File: config.mk
export PLATFORM = sky130hd
export DESIGN_NAME = sirq_host
export DESIGN_NICKNAME = d
export VERILOG_FILES = /design/src/rtl/sirq_host_pkg.sv /design/src/rtl/sirq_host_seq.sv /design/src/rtl/sirq_host_capture.sv /design/src/rtl/sirq_host.sv
export SDC_FILE = /design/constraint.sdc
export NUM_CORES = 1
export LEC_CHECK = 0
export BUFFER_PORTS_ARGS = -buffer_cell sky130_fd_sc_hd__clkbuf_2
export CAP_MARGIN = 30
export CORE_MARGIN = 1
export CORE_UTILIZATION = 63
export DETAILED_ROUTE_END_ITERATION = 12
export HOLD_SLACK_MARGIN = 0.02
export PLACE_DENSITY = 0.91
export RECOVER_POWER = 25
export SLEW_MARGIN = 15
export SYNTH_ARGS = -nofsm -noshare
export SYNTH_HDL_FRONTEND = slang
export SYNTH_SLANG_ARGS = --single-unit
File: constraint.sdc
create_clock -name clk -period 3.6 [get_ports clk]
set_clock_uncertainty 0.15 [all_clocks]
set_input_delay 0.18 -clock clk [delete_from_list [all_inputs] [get_ports clk]]
set_output_delay 0.18 -clock clk [all_outputs]
set_load 0.01 [all_outputs]
File: src/rtl/sirq_host_pkg.sv
package sirq_host_pkg;
  typedef enum logic [2:0] {
    ST_IDLE,
    ST_START,
    ST_START_HI,
    ST_FRAME,
    ST_STOP,
    ST_STOP_HI
  } sirq_state_e;
endpackage

File: src/rtl/sirq_host_seq.sv
module sirq_host_seq
  import sirq_host_pkg::*;
#(
  parameter int NUM_FRAMES = 16,
  parameter int IDLE_GAP   = 4,
  localparam int FIDX_W    = $clog2(NUM_FRAMES),
  localparam int CNT_MAX   = (IDLE_GAP > 8) ? IDLE_GAP : 8,
  localparam int CNT_W     = $clog2(CNT_MAX + 1)
) (
  input  logic              clk,
  input  logic              rst_n,
  input  logic              quiet_mode_i,
  input  logic [2:0]        start_width_i,
  input  logic              line_i,
  output logic              line_oe_o,
  output logic              line_out_o,
  output logic              sample_en_o,
  output logic [FIDX_W-1:0] frame_o,
  output logic              commit_o
);

  sirq_state_e       st_q, st_d;
  logic [CNT_W-1:0]  cnt_q, cnt_d;
  logic [1:0]        phase_q, phase_d;
  logic [FIDX_W-1:0] frame_q, frame_d;
  logic              mode_q, mode_d;   // 1 = quiet
  logic [3:0]        low_len;

  // total start low clocks: 4 + W, clamped to 8
  always_comb begin
    if (start_width_i > 3'd4) low_len = 4'd8;
    else                      low_len = 4'd4 + {1'b0, start_width_i};
  end

  always_comb begin
    st_d    = st_q;
    cnt_d   = cnt_q;
    phase_d = phase_q;
    frame_d = frame_q;
    mode_d  = mode_q;
    case (st_q)
      ST_IDLE: begin
        if (mode_q) begin
          if (!line_i) begin
            st_d  = ST_START;
            cnt_d = CNT_W'(low_len - 4'd2);
          end
        end else if (cnt_q == '0) begin
          st_d  = ST_START;
          cnt_d = CNT_W'(low_len - 4'd1);
        end else begin
          cnt_d = cnt_q - CNT_W'(1);
        end
      end
      ST_START: begin
        if (cnt_q == '0) st_d = ST_START_HI;
        else             cnt_d = cnt_q - CNT_W'(1);
      end
      ST_START_HI: begin
        st_d    = ST_FRAME;
        phase_d = 2'd0;
        frame_d = '0;
      end
      ST_FRAME: begin
        if (phase_q == 2'd2) begin
          phase_d = 2'd0;
          if (frame_q == FIDX_W'(NUM_FRAMES - 1)) begin
            st_d   = ST_STOP;
            mode_d = quiet_mode_i;
            cnt_d  = quiet_mode_i ? CNT_W'(1) : CNT_W'(2);
          end else begin
            frame_d = frame_q + FIDX_W'(1);
          end
        end else begin
          phase_d = phase_q + 2'd1;
        end
      end
      ST_STOP: begin
        if (cnt_q == '0) st_d = ST_STOP_HI;
        else             cnt_d = cnt_q - CNT_W'(1);
      end
      ST_STOP_HI: begin
        st_d  = ST_IDLE;
        cnt_d = CNT_W'(IDLE_GAP - 1);
      end
      default: st_d = ST_IDLE;
    endcase
  end

  always_ff @(posedge clk or negedge rst_n) begin
    if (!rst_n) begin
      st_q    <= ST_IDLE;
      cnt_q   <= '0;
      phase_q <= 2'd0;
      frame_q <= '0;
      mode_q  <= 1'b0;
    end else begin
      st_q    <= st_d;
      cnt_q   <= cnt_d;
      phase_q <= phase_d;
      frame_q <= frame_d;
      mode_q  <= mode_d;
    end
  end

  assign line_oe_o   = (st_q == ST_START) || (st_q == ST_START_HI) ||
                       (st_q == ST_STOP)  || (st_q == ST_STOP_HI);
  assign line_out_o  = (st_q == ST_START_HI) || (st_q == ST_STOP_HI);
  assign sample_en_o = (st_q == ST_FRAME) && (phase_q == 2'd0);
  assign frame_o     = frame_q;
  assign commit_o    = (st_q == ST_STOP_HI);

  // one high clock follows the last start low clock
  a_r4_high_after_start: assert property (@(posedge clk) disable iff (!rst_n)
    (st_q == ST_START && cnt_q == '0) |=> (line_oe_o && line_out_o));

  // every driven-high clock is followed by release
  a_r6_release_after_high: assert property (@(posedge clk) disable iff (!rst_n)
    (line_oe_o && line_out_o) |=> !line_oe_o);

  // quiet idle with a high line never starts a cycle
  a_r3_quiet_no_self_start: assert property (@(posedge clk) disable iff (!rst_n)
    (st_q == ST_IDLE && mode_q && line_i) |=> !line_oe_o);

  // continuous idle gap not yet elapsed keeps the line released
  a_r8_gap_respected: assert property (@(posedge clk) disable iff (!rst_n)
    (st_q == ST_IDLE && !mode_q && cnt_q != '0) |=> !line_oe_o);

endmodule

File: src/rtl/sirq_host_capture.sv
module sirq_host_capture #(
  parameter int NUM_FRAMES = 16,
  localparam int FIDX_W    = $clog2(NUM_FRAMES)
) (
  input  logic                  clk,
  input  logic                  rst_n,
  input  logic                  sample_en_i,
  input  logic [FIDX_W-1:0]     frame_i,
  input  logic                  line_i,
  input  logic                  commit_i,
  output logic [NUM_FRAMES-1:0] vec_o
);

  logic [NUM_FRAMES-1:0] samp_q;
  logic [NUM_FRAMES-1:0] vec_q;

  for (genvar k = 0; k < NUM_FRAMES; k++) begin : g_slot
    logic hit;
    assign hit = sample_en_i && (frame_i == FIDX_W'(k));
    always_ff @(posedge clk or negedge rst_n) begin
      if (!rst_n)   samp_q[k] <= 1'b0;
      else if (hit) samp_q[k] <= ~line_i;   // low level = request
    end
  end

  always_ff @(posedge clk or negedge rst_n) begin
    if (!rst_n)        vec_q <= '0;
    else if (commit_i) vec_q <= samp_q;
  end

  assign vec_o = vec_q;

  // published vector moves only on the commit clock
  a_r7_vec_hold: assert property (@(posedge clk) disable iff (!rst_n)
    !commit_i |=> $stable(vec_o));

endmodule

File: src/rtl/sirq_host.sv
module sirq_host #(
  parameter int NUM_FRAMES = 16,
  parameter int IDLE_GAP   = 4,
  localparam int FIDX_W    = $clog2(NUM_FRAMES)
) (
  input  logic                  clk,
  input  logic                  rst_n,
  input  logic                  quiet_mode_i,
  input  logic [2:0]            start_width_i,
  input  logic                  line_i,
  output logic                  line_oe_o,
  output logic                  line_out_o,
  output logic [NUM_FRAMES-1:0] irq_vec_o
);

  logic              sample_en;
  logic [FIDX_W-1:0] frame_idx;
  logic              commit;

  sirq_host_seq #(
    .NUM_FRAMES (NUM_FRAMES),
    .IDLE_GAP   (IDLE_GAP)
  ) u_seq (
    .clk           (clk),
    .rst_n         (rst_n),
    .quiet_mode_i  (quiet_mode_i),
    .start_width_i (start_width_i),
    .line_i        (line_i),
    .line_oe_o     (line_oe_o),
    .line_out_o    (line_out_o),
    .sample_en_o   (sample_en),
    .frame_o       (frame_idx),
    .commit_o      (commit)
  );

  sirq_host_capture #(
    .NUM_FRAMES (NUM_FRAMES)
  ) u_capture (
    .clk         (clk),
    .rst_n       (rst_n),
    .sample_en_i (sample_en),
    .frame_i     (frame_idx),
    .line_i      (line_i),
    .commit_i    (commit),
    .vec_o       (irq_vec_o)
  );

endmodule

==> results of run 1 <==
power breakdown:
part	switching [uW]	internal [uW]	leakage [uW]
combinational	392	300	0.000795
clock	177	176	0.0000544
sequential	152	624	0.000583
cell usage after synthesis, types with 4 or more instances:
cell type	n
a21oi_1	7
a22o_1	4
clkbuf_1	9
dfrtp_1	46
ha_1	8
inv_1	24
mux2i_1	17
nand2_1	25
nand2b_1	5
nand3_1	19
nand3b_1	4
nand4_1	6
nor2_1	8
nor2b_1	4
nor3_1	6
o21ai_0	19
cell type report:
cell class / count / share of cell area [%]
clock inverter: 1 / 0.313
inverter: 24 / 3.22
sequential: 46 / 41.1
clock buffer: 7 / 3.44
tap: 48 / 2.14
multi-input combinational: 177 / 43.9
timing repair buffer: 28 / 5.94
how the worst max path moves through the flow:
stage,cells after the start,to,start,slack (ns)
finish,3,line_oe_o,u_seq.st_q[0],1.45
global route,3,line_out_o,u_seq.st_q[0],1.30
CTS,3,line_oe_o,u_seq.st_q[0],1.45
detailed placement,6,u_seq.cnt_q[0],u_seq.cnt_q[0],1.53
global placement,6,u_seq.cnt_q[0],u_seq.cnt_q[0],1.54
floorplan,6,u_seq.cnt_q[0],u_seq.cnt_q[0],1.71
stage by stage:
stage | instance area [sq um] | util [%] | setup WS, ns | std cells | hold WS [ns]
floorplan | 2570 | - | 1.71 | 264 | -0.266
global placement | 2660 | 70.5 | 1.54 | 320 | 0.272
detailed placement | 2680 | 71.0 | 1.53 | 321 | -0.0377
CTS | 2800 | 74.3 | 1.45 | 331 | 0.172
global route | 2800 | 74.3 | 1.30 | 331 | 0.218
finish | 2800 | 74.3 | 1.45 | 331 | 0.195
critical path, stage by stage (launching register included):
cell and delay, ns:
dfrtp_1 0.71, nand3b_1 0.45, nand3_1 0.21, clkbuf_2 0.15
what timing repair did:
| action | 4_1_cts | 5_1_grt |
|---|---|---|
| resized for setup | 0 | 0 |
| hold buffers | 2 | 0 |
| setup buffers | 0 | 0 |
| endpoints found under the hold margin | 47 | 0 |
sequential cells by signal (all words and copies together), names as in the netlist:
| signal | cells |
|---|---|
| u_capture.vec_o | 16 |
| u_seq.cnt_q | 4 |
| u_seq.frame_o | 4 |
| u_seq.st_q | 3 |
| u_seq.mode_q | 1 |
| u_capture.samp_q | 16 |
| u_seq.phase_q | 2 |
cells by family after synthesis:
group,Yosys count
xor+xnor,4
fa+ha+maj,9
mux,20
compound gates,50
buf+inv,41
flops,46
simple gates,94
metal layers:
metal	up-vias	part of all wire, %
met1	953	43
met3	10	4.3
li1	950	-
met2	57	51
met5	-	0
met4	0	1.7
==> flow_summary.ini, run 1 <==
[status]
outcome = finished clean

[critical_path]
r2r_cells = 6
worstPathMaxFanout = 18
crit_required_ns = 3.27
cp.arrival_ns = 1.82
timing.rr.end = u_seq.cnt_q[0]
reg2reg_slack_ns = 1.50
endpoint_kind = output pin
r2r-start = u_seq.cnt_q[0]
crit_path_start_kind = register
criticalPathCategory = reg2out

[timing]
period_share_pct = 59.8
period_needed_ns = 2.15
fin_tns_setup_ns = 0
slew_headroom_pct = 44.5
final_hold_viol_count = 0
worst_pin_slew_ns = 0.832
clock.fmax_ghz = 0.465
finalSetupViolations = 0
drv_slew = 0
rsz0062_at_grt = no

[hold_path]
whs_endpoint = u_capture.samp_q[15]
min-delay-start = line_i
whs_path_depth = 2
min_path_type = in2reg

[layout]
final_cell_mix = dfrtp_1 (46), nand2_1 (25), inv_1 (24)
multiInputGateArea_sq_um = 1230
antenna_cells = 0
areaGrowthSynthToFinish_pct = 9.17
final_nets = 297
drive_gt1_share_pct = 17.3
final_common_cell = dfrtp_1
n_fill_cell = 261
regArea_sq_um = 1150

[yosys]
synth_cells = 264
ys_seq_area_share_pct = 44.9
synthXorXnorAreaFrac_pct = 1.37
yosys_warnings = 0
avgSynthCellArea_sq_um = 9.72
synthArstFlopShare_pct = 100
synthFlopType = dfrtp_1
synthMuxAreaShare_pct = 8.09
synth_area_leaders = dfrtp_1 (45%), mux2i_1 (6.6%), ha_1 (3.9%)
synth-compound-area-share_pct = 13.4
synth-seq-cells = 46
yosysTopAreaCell = dfrtp_1
synthAdderAreaFrac_pct = 4.29
synth_nets = 279
netlist_area_sq_um = 2570
synth_edf_count = 0
synth_simple_gate_area_share_pct = 20.8
synth.distinct_cells = 55
synth_top_area_share_pct = 44.9
synth_top_family_by_area = simple AND/OR/NAND/NOR gates

[route]
detailedRoute.firstIterationViolations = 180
post-route-drc-count = 0
via_per_inst = 5.95
ant_nets = 0
routed_wl_um = 5080
dr.pass1.iters = 4
wl_per_cell_um = 15.4
dr_total_vias = 1970

[placed_design]
portBuffers = 24
finalWeightedCongestion = 0.894
hpwl_um = 3620

[clocking]
root_buffer = clkbuf_8
worstSkewPairLatency_ns = 0.30
cts_buffers = 5
clk_path_buf_depth = 2
cts_tree = done
path_clk_slew_ns = 0.08
cts_sinks = 46
h-tree-depth = 2

[die]
num_rows = 22
fp.dieArea_sq_um = 4330
die_h_um = 65.8
initial_core_util_pct = 68.0
ios = 25
core-area_sq_um = 3770
die_w_um = 65.8

[global_routing]
antenna_found_initial = 0
grt_pass1_wl_um = 8890
top_usage_layer = met2
overflow = 0
grt_use_total_pct = 27.6
use_met2_pct = 48.3
grt_max_degree = 33
first_global_vias = 1921
met1_usage_pct = 33.0
use_met3_pct = 5.34

[power]
power_uw = 1820
powerDensity_nw_per_um2 = 650
power.static_leakage_uw = 0.00143
vdd_drop_max_uv = 348

[run]
max-cap-violations = 0
Note: power is estimated with default switching activity, not from simulation.
==> inputs of run 2 (changes only) <==
--- a/config.mk
+++ b/config.mk
@@ -8,10 +8,10 @@
 export BUFFER_PORTS_ARGS = -buffer_cell sky130_fd_sc_hd__clkbuf_2
 export CAP_MARGIN = 30
 export CORE_MARGIN = 1
-export CORE_UTILIZATION = 63
+export CORE_UTILIZATION = 59
 export DETAILED_ROUTE_END_ITERATION = 12
 export HOLD_SLACK_MARGIN = 0.02
-export PLACE_DENSITY = 0.91
+export PLACE_DENSITY = 0.87
 export RECOVER_POWER = 25
 export SLEW_MARGIN = 15
 export SYNTH_ARGS = -nofsm -noshare
==> constraint.sdc (replaced) <==
create_clock -name clk -period 2.2 [get_ports clk]
set_clock_uncertainty 0.15 [all_clocks]
set_input_delay 0.11 -clock clk [delete_from_list [all_inputs] [get_ports clk]]
set_output_delay 0.11 -clock clk [all_outputs]
set_load 0.01 [all_outputs]
==> flow_summary.ini, run 2 (synthesis gave the netlist of run 1 again) <==
[status]
outcome = finished clean

[power]
powerDensity_nw_per_um2 = 1120
switchingPower_uw = 1170
combPwrFrac_pct = 37.2
vdd_drop_max_uv = 780
power.static_leakage_uw = 0.00147
internal_power_uw = 2040
p_seq_share_pct = 39.1
power_frac_clock_pct = 23.7
power_uw = 3210
p_sw_share_pct = 36.6

[critical_path]
reg2reg_slack_ns = 0.21
cp.arrival_ns = 2.03
criticalPathCategory = reg2reg
worstPathMaxFanout = 8
endpoint_kind = register
crit_required_ns = 2.24
crit_path_start_kind = register

[timing]
clock.fmax_ghz = 0.502
fin_tns_setup_ns = 0
fin_hold_ws_ns = 0.110
period_needed_ns = 1.99
period_share_pct = 90.5
finalSetupViolations = 0
rsz0062_at_grt = no
final_hold_viol_count = 0
slew_headroom_pct = 9.59
worst_pin_slew_ns = 1.36
drv_slew = 0

[route]
routed_wl_um = 5020
dr_total_vias = 1946
post-route-drc-count = 0
wl_per_cell_um = 14.8
ant_nets = 0
via_per_inst = 5.74
dr.pass1.iters = 4
detailedRoute.firstIterationViolations = 174

[die]
core-area_sq_um = 4090
initial_core_util_pct = 62.8
fp.dieArea_sq_um = 4620
die_h_um = 68.0
die_w_um = 68.0
ios = 25
num_rows = 23

[layout]
antenna_cells = 0
n_fill_cell = 319
final_common_cell = dfrtp_1
final_nets = 303
final_area_sq_um = 2870
final_cell_mix = dfrtp_1 (46), nand2_1 (25), inv_1 (24), clkbuf_2 (24)
areaGrowthSynthToFinish_pct = 11.8
fin_cells = 339
drive_gt1_share_pct = 18.7

[clocking]
post_cts_resized = 0
cts_tree = done
root_buffer = clkbuf_8
worstSkewPairLatency_ns = 0.29
cts_sinks = 46
path_clk_slew_ns = 0.08
cts_buffers = 5
h-tree-depth = 2
clk_path_buf_depth = 2

[placed_design]
placed_cells = 329
hpwl_um = 3530
portBuffers = 24
finalWeightedCongestion = 0.893
dpl_cell_area_sq_um = 2710

[global_routing]
first_global_vias = 1743
grt_max_degree = 33
antenna_found_initial = 0
overflow = 0
grt_pass1_wl_um = 8200
grt_use_total_pct = 24.1

[hold_path]
min_path_type = in2reg

[run]
max-cap-violations = 0
## run 2: final cells by class
| cell class | instances | area, sq um | share of cell area, % |
|---|---|---|---|
| Clock inverter | 2 | 60.1 | 2.09 |
| Clock buffer | 6 | 82.6 | 2.88 |
| Tap cell | 50 | 62.6 | 2.18 |
| Inverter | 24 | 90.1 | 3.14 |
| Multi-Input combinational cell | 177 | 1230 | 42.8 |
| Timing Repair Buffer | 34 | 193 | 6.72 |
| Sequential cell | 46 | 1150 | 40.1 |
## run 2: path summary, 6_finish.rpt
path | startpoint | to | cells past startpoint
worst min-delay path | start_width_i[0] | u_seq.cnt_q[0] | 4
worst max-delay path | u_seq.frame_o[0] | u_seq.frame_o[3] | 5
max in group asynchronous | rst_n | u_seq.frame_o[0] | 3
min in group asynchronous | rst_n | u_capture.vec_o[8] | 3
worst max register to register | u_seq.frame_o[0] | u_seq.frame_o[3] | 5
worst min register to register | u_capture.vec_o[14] | u_capture.vec_o[14] | 2
## run 2: what timing repair did
| item | in CTS | in global routing |
|---|---|---|
| hold buffers | 2 | 0 |
| hold endpoints to repair | 47 | 0 |
| setup buffers | 0 | 0 |
## run 2: metal layers
layer  part of all wire [%]  global-route usage [%]
met5                      0                       0
met4                   0.28                    4.69
met3                    3.6                    4.67
met2                     48                    38.6
met1                     48                    34.1
## run 2: power by group through the flow
stage / clock network [uW] / registers [uW] / logic, uW
global route: 807 / 1280 / 1330
floorplan: 0 / 1150 / 1040
detailed placement: 0 / 1260 / 1170
CTS: 767 / 1250 / 1200
finish: 761 / 1250 / 1190
global placement: 0 / 1250 / 1140
## run 2: through the flow
| step | setup slack (ns) | utilization, % |
|---|---|---|
| 4_1_cts | 0.208 | 70.4 |
| 5_1_grt | 0.0982 | 70.2 |
| 6_report | 0.209 | 70.2 |
| 2_1_floorplan | 0.309 | - |
| 3_3_place_gp | 0.304 | 66.4 |
| 3_5_place_dp | 0.229 | 66.4 |
## run 2: worst max-delay path, stage by stage (launching register included)
cell and delay [ns]:
dfrtp_1 0.44, ha_1 0.32, and3_1 0.22, nor3_1 0.23, mux2_2 0.36, a22o_1 0.17
==> inputs of run 3 (changes only) <==
--- a/config.mk
+++ b/config.mk
@@ -5,13 +5,14 @@
 export SDC_FILE = /design/constraint.sdc
 export NUM_CORES = 1
 export LEC_CHECK = 0
+export ABC_AREA = 1
 export BUFFER_PORTS_ARGS = -buffer_cell sky130_fd_sc_hd__clkbuf_2
 export CAP_MARGIN = 30
 export CORE_MARGIN = 1
-export CORE_UTILIZATION = 59
+export CORE_UTILIZATION = 58
 export DETAILED_ROUTE_END_ITERATION = 12
 export HOLD_SLACK_MARGIN = 0.02
-export PLACE_DENSITY = 0.87
+export PLACE_DENSITY = 0.86
 export RECOVER_POWER = 25
 export SLEW_MARGIN = 15
 export SYNTH_ARGS = -nofsm -noshare
==> flow_summary.ini, run 3 <==
[timing]
slew_headroom_pct = 27.6
timing.final.ws_setup_ns = 0.363
drv_slew = 0
fin_tns_setup_ns = 0
rsz0062_at_grt = no
period_needed_ns = 1.84
clock.fmax_ghz = 0.544
finalSetupViolations = 0
worst_pin_slew_ns = 1.09
final_hold_viol_count = 0
period_share_pct = 83.5

[placed_design]
dp_slack_ns = 0.444
hpwl_um = 3410
finalWeightedCongestion = 0.897
portBuffers = 24

[die]
num_rows = 23
die_w_um = 66.4
core-area_sq_um = 4000
die_h_um = 66.4
fp.dieArea_sq_um = 4410
initial_core_util_pct = 60.2
ios = 25

[layout]
areaGrowthSynthToFinish_pct = 11.5
drive_gt1_share_pct = 19.5
multiInputGateArea_sq_um = 1090
final_cell_mix = nand2_1 (71), dfrtp_1 (46), nand3_1 (33)
final_common_cell = nand2_1
n_fill_cell = 320
regArea_sq_um = 1150
final_nets = 322
antenna_cells = 0

[hold_path]
whs_path_depth = 2
min_path_type = in2reg

[critical_path]
crit_required_ns = 2.25
cp.arrival_ns = 1.88
cp_cell_sequence = ha_1 > nand3_1 > inv_2 > nor2_1 > nor3_2 > nand2_1 > nand2_1 > nand2_1
cpLargestDelayFamily = simple AND/OR/NAND/NOR gates
criticalPathCategory = reg2reg
endpoint_kind = register
cp.depth = 8
path_common_cell = nand2_1
worstPathMaxFanout = 6
crit_path_start_kind = register
cpMaxStageDelayCell = dfrtp_1
worst-path-buf-inv = 1
slowest_delay_ns = 0.41
r2r_cells = 8

[yosys]
avgSynthCellArea_sq_um = 8.59
synth_nets = 295
synth-seq-cells = 46
yosys_warnings = 0
synth_common_cells = nand2_1 (71), dfrtp_1 (46), nand3_1 (33)
synth_area_leaders = dfrtp_1 (48%), nand2_1 (11%), nand3_1 (6.9%)
netlist_area_sq_um = 2410
synth.distinct_cells = 27
synth_edf_count = 0
synth_top_area_share_pct = 47.8
synth.most_common_cell = nand2_1
yosysTopAreaCell = dfrtp_1
synthFlopType = dfrtp_1
ys_seq_area_share_pct = 47.8
synthArstFlopShare_pct = 100
synth_cells = 280

[clocking]
cts_sinks = 46
post_cts_resized = 0
worstSkewPairLatency_ns = 0.30
path_clk_slew_ns = 0.09
clk_path_buf_depth = 2
root_buffer = clkbuf_8
cts_buffers = 5
cts_tree = done
h-tree-depth = 2

[global_routing]
first_global_vias = 1756
grt_pass1_wl_um = 7970
grt_max_degree = 47
antenna_found_initial = 0
grt_use_total_pct = 24.4
overflow = 0

[route]
via_per_inst = 5.40
routed_wl_um = 4600
ant_nets = 0
wl_per_cell_um = 12.8
dr.pass1.iters = 4
dr_total_vias = 1932
post-route-drc-count = 0
detailedRoute.firstIterationViolations = 152

[run]
max-cap-violations = 0

[status]
outcome = finished clean

[power]
powerDensity_nw_per_um2 = 1110
vdd_drop_max_uv = 615
power.static_leakage_uw = 0.00126
## run 3: through the flow
stage | instance area [sq um] | power (uW) | hold slack, ns | cells | util (%)
final | 2680 | 2990 | 0.100 | 358 | 67.1
after global routing | 2680 | 3220 | 0.134 | 358 | 67.1
after CTS | 2690 | 2990 | 0.0940 | 358 | 67.1
after detailed placement | 2550 | 2350 | 0.0767 | 348 | 63.8
after global placement | 2550 | 2300 | 0.0670 | 348 | 63.8
after floorplan | 2410 | 2070 | -0.336 | 280 | -
## run 3: final cells by class
type | instances | area share [%]
repair buffers | 29 | 5.97
inverters | 28 | 3.92
multi-input cells | 197 | 40.7
clock buffers | 5 | 2.57
well taps | 50 | 2.33
clock inverters | 3 | 1.63
flip-flops and latches | 46 | 42.9
## run 3: repair_timing
| item | 4_1_cts | 5_1_grt |
|---|---|---|
| hold buffers | 2 | 0 |
| setup buffers | 0 | 0 |
| endpoints found under the hold margin | 47 | 0 |
## run 3: layer usage
metal  GRT usage, %  part of all wire [%]  vias to the layer above
met4           11.2                   2.1                        0
met1           32.5                    46                      887
li1               -                     -                      964
met5              0                     0                        -
met2           37.1                    47                       70
met3           6.21                   5.8                       11
## run 3: logic make-up (layout without fill, tap and decap cells)
kind of cell / after synthesis / in the layout / synth area share [%]
xor gates and xnor gates: 3 / 3 / 1.09
DFF: 46 / 46 / 47.8
buffers and inverters: 37 / 65 / 6.81
and+or+nand+nor: 136 / 136 / 25.5
AOI/OAI and AO/OA: 34 / 34 / 7.07
muxes: 16 / 16 / 7.49
adders and majority gates: 8 / 8 / 4.16
## run 3: report_power, final
group / switching (uW) / internal, uW / total (uW) / leakage (uW)
sequential: 135 / 969 / 1100 / 0.000467
clock: 287 / 340 / 627 / 0.0000585
combinational: 832 / 423 / 1260 / 0.000736
## run 3: worst paths after layout
check | startpoint | end | slack [ns]
max in group asynchronous | rst_n | u_seq.phase_q[0] | 0.76
worst min-delay path | line_i | u_capture.samp_q[2] | 0.1
worst min register to register | u_capture.samp_q[3] | u_capture.samp_q[3] | 0.34
worst max register to register | u_seq.frame_o[0] | u_seq.st_q[0] | 0.36
min in group asynchronous | rst_n | u_capture.samp_q[0] | 0.47
worst max-delay path | u_seq.frame_o[0] | u_seq.st_q[0] | 0.36
## run 3: worst register-to-register path, cell delays in order (launching register included)
cell and delay, ns:
dfrtp_1 0.41, ha_1 0.29, nand3_1 0.21, inv_2 0.11
nor2_1 0.07, nor3_2 0.23, nand2_1 0.13, nand2_1 0.09
nand2_1 0.06
